===== src/rtl/marb_pkg.sv =====
package marb_pkg;

    typedef enum logic [2:0] {
        OP_PUT_FULL = 3'd0,
        OP_PUT_PART = 3'd1,
        OP_ARITH    = 3'd2,
        OP_LOGIC    = 3'd3,
        OP_GET      = 3'd4,
        OP_HINT     = 3'd5
    } req_op_e;

    // Opcodes below the read code carry a payload.
    function automatic logic op_has_data(input logic [2:0] op);
        return op < 3'(OP_GET);
    endfunction

endpackage


===== src/rtl/marb_beat_len.sv =====
module marb_beat_len #(
    parameter int SIZE_W   = 3,
    parameter int LG_BYTES = 3,
    parameter int CNT_W    = 4
) (
    input  logic [2:0]        opcode,
    input  logic [SIZE_W-1:0] size,
    output logic [CNT_W-1:0]  extra_beats
);
    import marb_pkg::*;

    localparam logic [SIZE_W-1:0] LGB = SIZE_W'(LG_BYTES);

    logic [SIZE_W-1:0] shift;

    // extra = 2^(size-LG_BYTES) - 1, modulo 2^CNT_W (exact for the largest size)
    always_comb begin
        shift       = size - LGB;
        extra_beats = '0;
        if (op_has_data(opcode) && (size > LGB)) begin
            extra_beats = (CNT_W'(1) << shift) - CNT_W'(1);
        end
    end

endmodule


===== src/rtl/marb_rr_pick.sv =====
module marb_rr_pick #(
    parameter int N     = 3,
    parameter int IDX_W = 2
) (
    input  logic [N-1:0]     req,
    input  logic [IDX_W-1:0] ptr,
    output logic             hit,
    output logic [IDX_W-1:0] pick
);
    always_comb begin
        hit  = 1'b0;
        pick = '0;
        for (int k = 0; k < N; k++) begin
            int c;
            c = int'(ptr) + k;
            if (c >= N) c = c - N;
            if (!hit && req[c]) begin
                hit  = 1'b1;
                pick = IDX_W'(c);
            end
        end
    end

endmodule


===== src/rtl/marb_lock_ctrl.sv =====
module marb_lock_ctrl #(
    parameter int N     = 3,
    parameter int IDX_W = 2,
    parameter int CNT_W = 4
) (
    input  logic             clk,
    input  logic             rst_n,
    input  logic             fire,
    input  logic [IDX_W-1:0] sel,
    input  logic [CNT_W-1:0] extra_beats,
    output logic             locked,
    output logic [IDX_W-1:0] owner,
    output logic [IDX_W-1:0] ptr
);
    typedef struct packed {
        logic             locked;
        logic [IDX_W-1:0] owner;
        logic [CNT_W-1:0] remain;
        logic [IDX_W-1:0] ptr;
    } lock_st_t;

    lock_st_t st_d, st_q;

    function automatic logic [IDX_W-1:0] next_idx(input logic [IDX_W-1:0] i);
        return (i == IDX_W'(N - 1)) ? '0 : i + IDX_W'(1);
    endfunction

    always_comb begin
        st_d = st_q;
        if (fire) begin
            if (!st_q.locked) begin
                if (extra_beats != '0) begin
                    st_d.locked = 1'b1;
                    st_d.owner  = sel;
                    st_d.remain = extra_beats;
                end else begin
                    st_d.ptr = next_idx(sel);
                end
            end else begin
                st_d.remain = st_q.remain - CNT_W'(1);
                if (st_q.remain == CNT_W'(1)) begin
                    st_d.locked = 1'b0;
                    st_d.ptr    = next_idx(st_q.owner);
                end
            end
        end
    end

    always_ff @(posedge clk or negedge rst_n) begin
        if (!rst_n) st_q <= '0;
        else        st_q <= st_d;
    end

    assign locked = st_q.locked;
    assign owner  = st_q.owner;
    assign ptr    = st_q.ptr;

    AST_LOCK_KEEPS_OWNER: assert property (@(posedge clk) disable iff (!rst_n)
        (st_q.locked && !(fire && st_q.remain == CNT_W'(1))) |=> (st_q.locked && $stable(st_q.owner)));
    AST_REMAIN_NONZERO: assert property (@(posedge clk) disable iff (!rst_n)
        st_q.locked |-> (st_q.remain != '0));
    AST_PTR_HOLD_IDLE: assert property (@(posedge clk) disable iff (!rst_n)
        !fire |=> $stable(st_q.ptr));
    AST_PTR_IN_RANGE: assert property (@(posedge clk) disable iff (!rst_n)
        int'(st_q.ptr) < N);

endmodule


===== src/rtl/msg_lock_arbiter.sv =====
module msg_lock_arbiter #(
    parameter int N_PORTS = 3,
    parameter int SRC_W   = 4,
    parameter int ADDR_W  = 16,
    parameter int DATA_W  = 64,
    parameter int SIZE_W  = 3,
    localparam int IDX_W     = (N_PORTS > 1) ? $clog2(N_PORTS) : 1,
    localparam int LG_BYTES  = $clog2(DATA_W / 8),
    localparam int MAX_SHIFT = (1 << SIZE_W) - 1 - LG_BYTES,
    localparam int CNT_W     = (MAX_SHIFT > 0) ? MAX_SHIFT : 1
) (
    input  logic                        clk,
    input  logic                        rst_n,
    input  logic [N_PORTS-1:0]          in_valid,
    output logic [N_PORTS-1:0]          in_ready,
    input  logic [3*N_PORTS-1:0]        in_opcode,
    input  logic [SIZE_W*N_PORTS-1:0]   in_size,
    input  logic [SRC_W*N_PORTS-1:0]    in_source,
    input  logic [ADDR_W*N_PORTS-1:0]   in_addr,
    input  logic [DATA_W*N_PORTS-1:0]   in_data,
    output logic                        out_valid,
    input  logic                        out_ready,
    output logic [2:0]                  out_opcode,
    output logic [SIZE_W-1:0]           out_size,
    output logic [IDX_W+SRC_W-1:0]      out_source,
    output logic [ADDR_W-1:0]           out_addr,
    output logic [DATA_W-1:0]           out_data
);
    logic             locked, hit, fire;
    logic [IDX_W-1:0] owner, ptr, pick, sel;
    logic [CNT_W-1:0] extra_beats;

    marb_rr_pick #(.N(N_PORTS), .IDX_W(IDX_W)) u_pick (
        .req  (in_valid),
        .ptr  (ptr),
        .hit  (hit),
        .pick (pick)
    );

    always_comb begin
        sel        = locked ? owner : pick;
        out_valid  = locked ? in_valid[owner] : hit;
        out_opcode = in_opcode[int'(sel)*3 +: 3];
        out_size   = in_size[int'(sel)*SIZE_W +: SIZE_W];
        out_source = {sel, in_source[int'(sel)*SRC_W +: SRC_W]};
        out_addr   = in_addr[int'(sel)*ADDR_W +: ADDR_W];
        out_data   = in_data[int'(sel)*DATA_W +: DATA_W];
        fire       = out_valid && out_ready;
    end

    for (genvar g = 0; g < N_PORTS; g++) begin : g_ready
        assign in_ready[g] = fire && (sel == IDX_W'(g));

        AST_SOURCE_PORT: assert property (@(posedge clk) disable iff (!rst_n)
            in_ready[g] |-> (out_source[SRC_W +: IDX_W] == IDX_W'(g)));
    end

    marb_beat_len #(.SIZE_W(SIZE_W), .LG_BYTES(LG_BYTES), .CNT_W(CNT_W)) u_len (
        .opcode      (out_opcode),
        .size        (out_size),
        .extra_beats (extra_beats)
    );

    marb_lock_ctrl #(.N(N_PORTS), .IDX_W(IDX_W), .CNT_W(CNT_W)) u_lock (
        .clk         (clk),
        .rst_n       (rst_n),
        .fire        (fire),
        .sel         (sel),
        .extra_beats (extra_beats),
        .locked      (locked),
        .owner       (owner),
        .ptr         (ptr)
    );

    AST_ONE_READY: assert property (@(posedge clk) disable iff (!rst_n)
        $onehot0(in_ready));
    AST_READY_NEEDS_DOWNSTREAM: assert property (@(posedge clk) disable iff (!rst_n)
        (|in_ready) |-> (out_ready && out_valid));
    AST_LOCKED_ONLY_OWNER: assert property (@(posedge clk) disable iff (!rst_n)
        locked |-> ((in_ready & ~({{(N_PORTS-1){1'b0}}, 1'b1} << owner)) == '0));
    AST_IDLE_QUIET: assert property (@(posedge clk) disable iff (!rst_n)
        (in_valid == '0) |-> (!out_valid && in_ready == '0));

endmodule


===== config.mk =====
export PLATFORM = sky130hd
export DESIGN_NAME = msg_lock_arbiter
export DESIGN_NICKNAME = d
export VERILOG_FILES = /design/src/rtl/marb_pkg.sv /design/src/rtl/marb_beat_len.sv /design/src/rtl/marb_rr_pick.sv /design/src/rtl/marb_lock_ctrl.sv /design/src/rtl/msg_lock_arbiter.sv
export SDC_FILE = /design/constraint.sdc
export NUM_CORES = 1
export LEC_CHECK = 0
export BUFFER_PORTS_ARGS = -buffer_cell sky130_fd_sc_hd__buf_2
export CORE_AREA = 2 2 145 147
export CTS_BUF_LIST = sky130_fd_sc_hd__clkbuf_16
export DETAILED_ROUTE_END_ITERATION = 10
export DIE_AREA = 0 0 147 149
export GPL_ROUTABILITY_DRIVEN = 0
export GPL_TIMING_DRIVEN = 0
export PLACE_DENSITY = 0.41
export SYNTH_ARGS = -nofsm -noshare
export SYNTH_HDL_FRONTEND = slang
export SYNTH_SLANG_ARGS = --single-unit

===== constraint.sdc =====
create_clock -name clk -period 6.9 [get_ports clk]
set_input_delay 1.035 -clock clk [delete_from_list [all_inputs] [get_ports clk]]
set_output_delay 1.035 -clock clk [all_outputs]
set_load 0.02 [all_outputs]

# After elaboration in Yosys (flattened, before gate mapping)
# Index checks and enable logic that the tools add are counted.
[word_totals]
ff_bits = 9
out_inout_bits = 96
[op_classes]
n_addsub = 10
mul = 1
magnitude_cmp = 9
n_eq_ne = 6
n_shift = 6
muxes = 31
n_bitwise = 1
reduce_logical = 15
[ops]
columns = ["op", "count"]
rows = [
  ["$shiftx A192 B9 Y64", 1],
  ["$lt A32 B4 Y1 const B", 3],
  ["$mux W32", 3],
  ["$ge A32 B3 Y1 const B", 2],
  ["$sub A32 B3 Y32 const B", 2],
  ["$shiftx A48 B7 Y16", 1],
  ["$shiftx A9 B32 Y3", 1],
  ["$mux W2", 8],
  ["$mux W1", 13],
  ["$shiftx A12 B5 Y4", 1],
  ["$shiftx A9 B5 Y3", 1],
  ["$bmux W1 S2", 4],
  ["$logic_and A1 B1 Y1", 7],
  ["$mux W7", 1],
  ["$mux W6", 1],
  ["$reduce_and A3 Y1", 2],
  ["$add A2 B1 Y2 const B", 2],
  ["$eq A2 B2 Y1 const B", 2],
  ["$eq A4 B1 Y1 const B", 1],
  ["$mul A2 B2 Y4 const B", 1],
  ["$mux W4", 1],
  ["$reduce_bool A4 Y1", 1],
  ["$shl A1 B3 Y4 const A", 1],
  ["$sub A4 B1 Y4 const B", 1],
  ["17 further kinds", 18],
]

# Depth between registers and ports, before layout
# Gate-level depths: netlist of the first run.
[depth]
word_depth = 22
ltp_mapped = 17
ltp_nobuf = 17

# Modules after synthesis
# Synthesis of the first run repeated with hierarchy kept, for this count alone.
[unflattened]
cells_unflattened = 339
area_unflattened_um2 = 3081.7
[by_module_without_submodules]
columns = ["mod", "instances", "cells_each", "area_each_um2", "seq_area_each_um2"]
rows = [
  ["msg_lock_arbiter", 1, 232, 2118.3, 0.0],
  ["marb_lock_ctrl", 1, 57, 589.3, 225.2],
  ["marb_rr_pick", 1, 32, 251.5, 0.0],
  ["marb_beat_len", 1, 18, 122.6, 0.0],
]

# Worst setup path after synthesis of the first run
# No wires, ideal clock.
[synth_timing]
kind = "input port to flip-flop"
start = "in in_valid[1]"
end = "reg u_lock.st_q (netlist bit u_lock.owner[1])"
setup_ns = 0.128
t_arrival_ns = 4.228
required_ns = 6.772
slack_ns = 2.544
path_stages = 12
n_path_buf = 0
cell_sequence = "mux2i_1 > o22ai_1 > a21oi_2 > mux2i_1 > a2bb2oi_1 > ha_1 > or3_1 > ha_1 > mux2_4 > o311ai_4 > nor3_2 > mux2_1"
[synth_between]
elab_chain_cells = 19
[synth_lines]
columns = ["element", "line_no", "source"]
rows = [
  ["start, declared", "msg_lock_arbiter.sv:14", "input logic [N_PORTS-1:0] in_valid,"],
  ["$bmux W1 S2", "marb_rr_pick.sv:17", "if (!hit && req[c]) begin"],
  ["$mux W1 (implied by the code) (2 in a row)", "marb_rr_pick.sv:17", ""],
  ["$mux W1", "marb_rr_pick.sv:17", ""],
  ["$logic_not A1 Y1", "marb_rr_pick.sv:17", ""],
  ["$logic_and A1 B1 Y1", "marb_rr_pick.sv:17", ""],
  ["$mux W1", "marb_rr_pick.sv:17", ""],
  ["$logic_not A1 Y1", "marb_rr_pick.sv:17", ""],
  ["$logic_and A1 B1 Y1", "marb_rr_pick.sv:17", ""],
  ["[... 2 more ...]", "--", ""],
  ["$mul A2 B2 Y4", "msg_lock_arbiter.sv:43, msg_lock_arbiter.sv:44", ""],
  ["$shiftx A9 B5 Y3", "msg_lock_arbiter.sv:44", "out_size = in_size[int'(sel)*SIZE_W +: SIZE_W];"],
  ["$sub A3 B2 Y3", "marb_beat_len.sv:18", "shift = size - LGB;"],
  ["$shl A1 B3 Y4", "marb_beat_len.sv:21", "extra_beats = (CNT_W'(1) << shift) - CNT_W'(1);"],
  ["$sub A4 B2 Y4", "marb_beat_len.sv:21", ""],
  ["$mux W4", "marb_beat_len.sv:20", "if (op_has_data(opcode) && (size > LGB)) begin"],
  ["$reduce_bool A4 Y1", "marb_lock_ctrl.sv:32", "if (extra_beats != '0) begin"],
  ["$reduce_and A3 Y1 (no line)", "--", ""],
  ["end signal, assigned", "marb_lock_ctrl.sv:51", "else st_q <= st_d;"],
  ["end, declared", "marb_lock_ctrl.sv:22", "lock_st_t st_d, st_q;"],
]
# Several ways; a longest one is shown, not always the timed one. The select of a mux whose other input is x is not followed.
# A chain may end at the register's enable or synchronous reset.

# Worst setup path after layout of the first run
[layout_timing]
start = "in in_valid[1]"
end = "out out_data[42]"
[layout_between]
elab_chain_cells = 12
[layout_lines]
columns = ["element", "line_no", "source"]
rows = [
  ["$bmux W1 S2", "marb_rr_pick.sv:17", ""],
  ["$mux W1 (implied by the code) (2 in a row)", "marb_rr_pick.sv:17", ""],
  ["$mux W1", "marb_rr_pick.sv:17", ""],
  ["$logic_not A1 Y1", "marb_rr_pick.sv:17", ""],
  ["$logic_and A1 B1 Y1", "marb_rr_pick.sv:17", ""],
  ["$mux W1", "marb_rr_pick.sv:17", ""],
  ["$logic_not A1 Y1", "marb_rr_pick.sv:17", ""],
  ["$logic_and A1 B1 Y1", "marb_rr_pick.sv:17", ""],
  ["$mux W2 *", "marb_rr_pick.sv:17", ""],
  ["$mux W2 *", "msg_lock_arbiter.sv:41", "sel = locked ? owner : pick;"],
  ["$shiftx A192 B9 Y64 *", "msg_lock_arbiter.sv:47", "out_data = in_data[int'(sel)*DATA_W +: DATA_W];"],
  ["end, declared", "msg_lock_arbiter.sv:27", "output logic [DATA_W-1:0] out_data"],
]
# Mark *: on every way between the ends. The rest lies on a longest branch, timed or not. The select of a mux whose other input is x is not followed.

==> flow_results.org, run 1 <==
** Run status
- Status :: finished clean

** Synth
- Synthesis handed over a netlist of between 400 and 500 instances.
- After synthesis, the share of flip-flops with an asynchronous set or reset is 100%.
- Fraction of synthesized cell area in xor and xnor cells :: less than 1%
- Of the total synthesized cell area, the portion taken by full adders, half adders and majority gates is a little under 4%.
- Library cell with the largest summed area after synthesis :: mux2i_1
- After synthesis, the largest family of logic cells by area is multiplexers.
- Number of nets produced by synthesis :: ~710
- Compound-Gate Fraction of Synth Area :: between 20% and 30%
- The share of the Yosys chip area taken by registers is 7.75%.
- Summed over its instances, the top area cell type makes up approximately a third of the synthesized netlist area.
- Synthesis instantiated 48 different standard cells from the library.
- The portion of synthesized area spent on multiplexers is 34.7%.
- Flip-flop and latch count after synthesis :: 9
- Number of synthesized flops with an enable pin :: 0
- Synth Area per Inst :: 6.79 µm²
- Simple-Gate Fraction of Synth Area :: between 20% and 30%
- For this run, the number of Yosys warnings is 0.
- Predominant post-synthesis flop cell :: dfrtp_1
- After synthesis, the cell types taking the most area are mux2i_1 33%, o21ai_0 15%, nand2_1 13%, dfrtp_1 7.7%, ha_1 3.9%.
- Post-synthesis instance area :: a little under 3000 µm²

** Layout
- For this run, the share of the core covered by cells in the final layout is 25.2%.
- After filler insertion, the fill cell instance count of the layout stands at between 2,000 and 2,500.
- Most frequent cells in the layout :: 374 x buf_2, 97 x nand2_1, 96 x mux2i_1
- Fraction of final layout cells with drive strength greater than 1 :: approximately half
- Layout Area Growth over Synthesis :: 78.4%
- Leading cell type in the layout, fill and taps excluded :: buf_2
- N_diodes :: 0
- The final layout contains about 1,100 nets.

** Pwr
- Logic pwr share :: 91.4%
- Switching Power :: ~1.4 mW
- Sw Ratio :: roughly 62%
- Per report_power, the sequential group accounts for slightly above 4% of the total.
- In this run the static leakage power is 2.60 nW.
- Cell-internal power :: 880 µW
- Worst IR drop on VDD :: ~0.00011 V
- Share of total power in the clock network :: between 4 and 5%
- Power per cell area :: roughly 450 nW/µm²

** Critical path
- Worst setup path class :: in -> out
- Critical path data arrival time :: between 4000 and 5000 ps
- CP max-delay cell :: buf_1
- The worst setup path is launched from an input port.
- Along the worst path, the maximum fanout reaches 10.
- The signal on the critical path passes through buf_2 > mux2i_1 > o22ai_1 > a21oi_2 > clkbuf_1 > buf_1 > mux2i_1 > o21ai_0 > buf_2.
- The cell family contributing the most delay on the critical path is buffers and inverters.
- The worst setup path is captured at an output pin.
- Register-to-Register Setup Slack :: between 2000 and 2500 ps
- Sum of buffers and inverters on the critical path :: 4
- For the worst setup path, the data required time is roughly 5900 ps.
- Longest individual stage delay on the worst path :: about 720 ps

** Die
- The core region is 20,600 µm².
- Effective utilization at floorplan :: 14.1%
- Area enclosed by the die boundary :: 21,900 µm²
- The floorplan step set the die width to roughly 150 µm.
- Vertical die dimension :: between 100 and 150 µm
- Row Count :: 53
- Total I/O pin count :: about 370

** Drt
- In the routed design, unresolved DRC markers number 0.
- For this block, the routed nets add up to 17,600 µm of wire.
- Number of iterations in the first detailed-routing pass :: 4
- Number of DRC markers in iteration 0 :: slightly below 200
- Via-per-instance ratio :: 4.15
- WL per Instance :: around 16 µm
- Across all layers, the routed design uses approximately 4,500 vias.
- The detail route stage leaves a number of antenna-violating nets equal to 0.

** Clock tree
- Clock slew seen by the registers of the worst setup and hold paths :: about 40 ps
- Buffers inserted during clock tree synthesis total 3.
- Number of buffers on the longest clock path :: 2
- At the later pin of the worst-skew pair, clock insertion delay measures 240 ps.
- Sinks on the clock net :: 9
- Post-CTS Hold Fix Bufs :: 0
- Total number of H-tree levels :: 1
- The tree is rooted in a clkbuf_16.
- Once the clock tree was built, the setup fixing pass inserted 0 buffers.
- TritonCTS built the clock tree.
- In this run, post-CTS repair resized a total of 0 instances.

** Timing
- The final critical path takes up 74.2% of the cycle.
- Relative slew margins :: a little over two fifths
- Minimum hold slack :: slightly below 600 ps
- Unrepaired setup endpoints after global routing :: false
- Setup total negative slack on the finished layout was measured at 0 ps.
- On the final layout, the worst clock skew is roughly 1.4 ps.
- For the finished layout, the period the worst path requires is around 5000 ps.
- Static timing analysis puts the maximum clock frequency at roughly 200 MHz.
- Setup violations remaining at the end of the flow were counted as 0.
- The max-slew violation count is 0.
- The final-report hold violation count was 0.
- Transition at the pin with the smallest max-transition slack :: ~870 ps

** Run
- Across the run, the number of max-cap violations was 0.

** Hold path
- The worst hold path belongs to the class reg -> reg.

** Global routing
- The via count of the first global-routing pass came to around 4,300.
- Entering global routing, the biggest net connects 11 pins.
- Global-route usage over all layers :: between 10% and 20%
- First-pass GRT wire length :: 25,600 µm
- The initial antenna violation count came to 1.
- After global routing the overflow that remains totals 0.

** Placement
- The count of buffers added on input and output ports is approximately 370.
- Detailed placement finished with a half-perimeter wire length of about 15,000 µm.
## Yosys cell counts, types with 2 or more instances
library cell  instances
a211oi_2              2
a21oi_1               6
a2bb2oi_1             3
and2_1                2
and3_1                3
and3b_1               2
buf_1                 3
buf_2                 3
clkbuf_1             27
dfrtp_1               9
ha_1                  9
inv_1                10
mux2_1                3
mux2i_1              96
nand2_1              97
nand2b_1              2
nand3_1               9
nor2_1                9
nor2b_1               3
nor3_1                6
nor3b_1               3
o211ai_1              4
o21ai_0              87
o22ai_1               4
or2_2                 2
or3_1                 2
## through the flow
step	cell area, µm²	total power [mW]	cells	setup slack, ps
floorplan	2910	1.48	428	2540
global placement	5110	2.27	1074	1720
detailed placement	5110	2.27	1074	1670
CTS	5190	2.38	1078	1650
global route	5190	2.54	1078	1470
finish	5190	2.33	1078	1780
## flip-flops by register name, indices dropped and copies added, names as in the netlist
signal / flops
u_lock.owner: 2
u_lock.locked: 1
u_lock.ptr: 2
u_lock.st_q: 4
## power groups by stage
stage	Sequential, mW	Clock, mW	Combinational (mW)
2_1_floorplan	0.0885	0	1.39
3_3_place_gp	0.0951	0	2.18
3_5_place_dp	0.0960	0	2.18
4_1_cts	0.0953	0.107	2.18
5_1_grt	0.0993	0.111	2.33
6_report	0.0950	0.104	2.13
## metal layers
metal	global-route usage, %	share of wire [%]	up-vias
li1	-	-	2289
met1	19.8	44	1991
met2	26.6	50	180
met3	1.77	5.2	9
met4	2.02	0.74	2
met5	0	0.062	-
## tightest hold or removal path, delay by kind of cell (launching register included)
| kind | cells | cell delay, ps |
|---|---|---|
| flip-flops | 1 | 400 |
| AND/OR/NAND/NOR | 2 | 150 |
## cell families after synthesis
logic type,Yosys count
AOI/OAI and AO/OA,122
and+or+nand+nor,144
buffers and inverters,43
adders and majority gates,9
DFF,9
xor gates and xnor gates,1
muxes,100
## final cells by class
| type | count | area [µm²] | share of cell area [%] |
|---|---|---|---|
| Clock inverter | 1 | 3.75 | 0.0724 |
| Clock buffer | 3 | 75.1 | 1.45 |
| Timing Repair Buffer | 371 | 1860 | 35.8 |
| Sequential cell | 9 | 225 | 4.34 |
| Buffer | 33 | 128 | 2.46 |
| Multi-Input combinational cell | 376 | 2520 | 48.5 |
| Inverter | 10 | 37.5 | 0.724 |
| Tap cell | 275 | 344 | 6.63 |
## path summary, 6_finish.rpt
path / to / depth (start not counted) / from
worst max register to register: u_lock.owner[0] / 14 / u_lock.ptr[0]
max in group asynchronous: u_lock.owner[1] / 1 / rst_n
worst min register to register: u_lock.st_q[5] / 2 / u_lock.st_q[5]
worst min-delay path: u_lock.st_q[5] / 2 / u_lock.st_q[5]
min in group asynchronous: u_lock.ptr[0] / 1 / rst_n
worst max-delay path: out_data[42] / 9 / in_valid[1]
Power figures use the tool's default switching activity.
==> run 2, diff against run 1 <==
--- a/config.mk
+++ b/config.mk
@@ -6,13 +6,13 @@
 export NUM_CORES = 1
 export LEC_CHECK = 0
 export BUFFER_PORTS_ARGS = -buffer_cell sky130_fd_sc_hd__buf_2
-export CORE_AREA = 2 2 145 147
+export CORE_AREA = 2 2 144 146
 export CTS_BUF_LIST = sky130_fd_sc_hd__clkbuf_16
 export DETAILED_ROUTE_END_ITERATION = 10
-export DIE_AREA = 0 0 147 149
+export DIE_AREA = 0 0 146 148
 export GPL_ROUTABILITY_DRIVEN = 0
 export GPL_TIMING_DRIVEN = 0
-export PLACE_DENSITY = 0.41
+export PLACE_DENSITY = 0.43
 export SYNTH_ARGS = -nofsm -noshare
 export SYNTH_HDL_FRONTEND = slang
 export SYNTH_SLANG_ARGS = --single-unit
==> constraint.sdc (replaced) <==
create_clock -name clk -period 4.4 [get_ports clk]
set_input_delay 0.66 -clock clk [delete_from_list [all_inputs] [get_ports clk]]
set_output_delay 0.66 -clock clk [all_outputs]
set_load 0.02 [all_outputs]
==> run 2 against run 1 <==
Effect of this change:
- routed wire length increased by 2.7%
- critical path depth increased by 9
- die area decreased by 1.3%
- clock skew increased by 1.5 ps
- design area increased by 3.0%
- setup slack got worse by 1500 ps
- clock power increased by 56%
- combinational power increased by 65%
- via count increased by 0.87%
- cell count increased by 0.28%
- flip-flop and latch count unchanged
- total power increased by 64%
- highest routed layer is now met4
==> flow_results.org, run 2 (synthesized netlist as in run 1, its figures left out) <==
** Run status
- Status :: finished clean

** Pwr
- The completed layout was analyzed and its total power is roughly 3.8 mW.
- Standby leakage power :: 2.67 nW
- Worst IR drop on VDD :: 0.000198 V
- Dividing total power by cell area gives a power density of around 720 nW/µm².

** Timing
- PnR worst setup slack :: 252 ps
- Transition at the pin with the smallest max-transition slack :: about 770 ps
- The final-report hold violation count is 0.
- Maximum frequency from static timing analysis :: between 200 and 250 MHz
- Post-route clock skew :: about 2.9 ps
- The max-slew violation count was 0.
- The smallest clock period supported by the final layout is computed as 4150 ps.
- Final setup fails :: 0
- Relative slew margins :: around half
- Final period utilization :: between 90% and 100%
- Setup repair after global routing left no endpoint under its margin.
- Setup_tns :: 0 ps

** Critical path
- Data on the critical path is required at its endpoint by about 4500 ps.
- Reg-to-Reg End :: u_lock.owner[1]
- The signal on the critical path passes through inv_2 > ha_4 > mux2i_4 > o22ai_1 > a21oi_4 > and3b_1 > mux2i_2 > inv_2 > ha_4 > or3_1 > ha_1 > nand2_1 > nor2_1 > o21ai_1 > o311ai_4 > buf_12 > nor3_4 > mux2_1.
- Worst setup path endpoint :: u_lock.owner[1]
- Setup crit end kind :: register
- Counting buffers and inverters, the worst setup path is 18 cells deep.
- Of all nets on the critical path, the largest fanout is 8.
- CP max-delay cell :: dfrtp_2
- The worst setup path is launched from a register.
- STA puts the critical path data arrival time at roughly 4300 ps.
- By startpoint and endpoint, the worst setup path is classified as reg -> reg.
- Launching point of the worst reg2reg path :: u_lock.ptr[1]
- The critical path starts at u_lock.ptr[1].
- The critical path contains buffers and inverters numbering 3 combined.
- In this design, the largest share of critical-path delay is due to simple AND/OR/NAND/NOR gates.
- Longest individual stage delay on the worst path :: approximately 470 ps
- The setup check on the worst reg-to-reg path leaves a slack of about 250 ps.
- Depth of the worst register-to-register path :: 18

** Placement
- Input/output buffers :: roughly 370
- OpenSTA, run right after detailed placement, puts the worst setup slack at -570 ps.
- Half-perimeter wire length after placement :: about 16,000 µm

** Clock tree
- Clock slew seen by the registers of the worst setup and hold paths :: around 40 ps
- Total number of H-tree levels :: 1
- Number of buffers on the longest clock path :: 2
- The clock net in this run drives a total of 9 sinks.
- Clock tree from TritonCTS :: yes
- The tree is rooted in a clkbuf_16.
- The later pin in the worst-skew pair is clocked with a latency of ~240 ps.
- Post-CTS Hold Fix Bufs :: 0
- Number of buffers inserted during clock tree synthesis :: 3

** Drt
- Number of design rule violations left after detail routing :: 0
- For this run, the detailed router's first-pass iteration total came to 4.
- Post-detailed-route count of antenna-violating nets :: 0
- Via-per-instance ratio :: roughly 4.2
- The first routing iteration left 165 violations.
- Across all layers, the routed design uses approximately 4,500 vias.
- After detailed routing, the total wire length is 18,100 µm.
- After detailed routing, the average wire length per cell comes to around 17 µm.

** Global routing
- Number of global-route vias before repair :: roughly 4,400
- Global routing used around 15% of the available tracks across all layers.
- The first global-routing pass estimated between 20,000 and 30,000 µm of wire.
- Antenna violations before repair :: 0
- After global routing the overflow that remains totals 0.
- Entering global routing, the biggest net connects 19 pins.

** Layout
- Layout Area Growth over Synthesis :: 83.8%
- Most frequent cells in the layout :: 374 x buf_2, 97 x nand2_1, 93 x mux2i_1
- In the final layout, the share of cells above drive strength 1 is 50.8%.
- N_diodes :: 0
- Total number of nets in the final design :: ~1,100
- Leading cell type in the layout, fill and taps excluded :: buf_2
- The multi-input combinational cells in the finished layout cover a total of 2590 µm².
- The register with the most flip-flops in the final layout is u_lock.st_q.
- The filler cells instantiated in the layout total between 2,000 and 2,500.
- Number of flip-flops under the largest register name :: 4
- Registers take 228 µm².

** Die
- Total I/O pin count :: roughly 370
- The floorplan step defined a die boundary enclosing between 20,000 and 25,000 µm².
- Measured along the y axis, the die boundary spans about 150 µm.
- In this run the horizontal extent of the chip is roughly 150 µm.
- The floorplan step defined a core boundary enclosing between 20,000 and 25,000 µm².
- Once the floorplan was initialized, standard cells occupied ~15% of the core.
- The floorplan has 52 rows.

** Run
- Max cap viols :: 0

** Hold path
- Classification of the worst-slack hold path :: in -> async
run 2: changes by cell type in the layout (fill, tap and decap cells not counted), sizes merged:
cell | before | now
clkbuf | 30 | 28
buf | 377 | 387
run 2: area by class of cell:
class | count | share of cell area [%]
well taps | 270 | 6.32
plain buffers | 31 | 2.27
clock buffers | 3 | 1.41
repair buffers | 381 | 36.4
flip-flops and latches | 9 | 4.26
inverters | 10 | 0.703
clock inverters | 1 | 0.0703
multi-input cells | 376 | 48.6
run 2: worst min path at each step:
stage          start              end  slack [ps]  cells past startpoint
2_1_floorplan  rst_n    u_lock.locked         360                      0
3_3_place_gp   rst_n    u_lock.ptr[0]         540                      1
3_5_place_dp   rst_n    u_lock.ptr[0]         540                      1
4_1_cts        rst_n    u_lock.ptr[0]         290                      1
5_1_grt        rst_n  u_lock.owner[1]         300                      1
6_report       rst_n    u_lock.locked         280                      1
run 2: stage by stage:
step	util [%]	hold WS [ps]	area, µm²	instances
floorplan	-	364	2910	428
global placement	25.5	537	5100	1069
detailed placement	25.5	539	5100	1069
CTS	26.3	288	5280	1080
global route	26.7	300	5340	1081
finish	26.7	282	5340	1081
run 2: layer usage:
layer / track usage (%) / vias up / routed length [µm]
li1: - / 2307 / -
met2: 27.6 / 187 / 9170
met4: 2.52 / 0 / 240
met5: 0 / - / 0
met3: 2.01 / 15 / 958
met1: 19.7 / 2001 / 7720
run 2: power by group:
group / switching, mW / leakage [nW] / internal, mW
Sequential: 0.0382 / 0.100 / 0.115
Combinational: 2.25 / 2.52 / 1.27
Clock: 0.0426 / 0.0423 / 0.119
run 2: timing repair:
action,4_1_cts,5_1_grt
hold endpoints to repair,0,0
gates cloned,0,0
setup buffers,8,2
gates resized for setup,8,11
pin swaps,3,5
endpoints found under the setup margin,91,20
run 2: worst register-to-register path, cell delays in order, from the launching register on:
cell and delay, ps:
dfrtp_2 470, inv_2 100, ha_4 190, mux2i_4 250, o22ai_1 140, a21oi_4 240
and3b_1 220, mux2i_2 220, inv_2 100, ha_4 240, or3_1 370, ha_1 320
nand2_1 130, nor2_1 50, o21ai_1 130, o311ai_4 140, buf_12 170, nor3_4 200
mux2_1 340
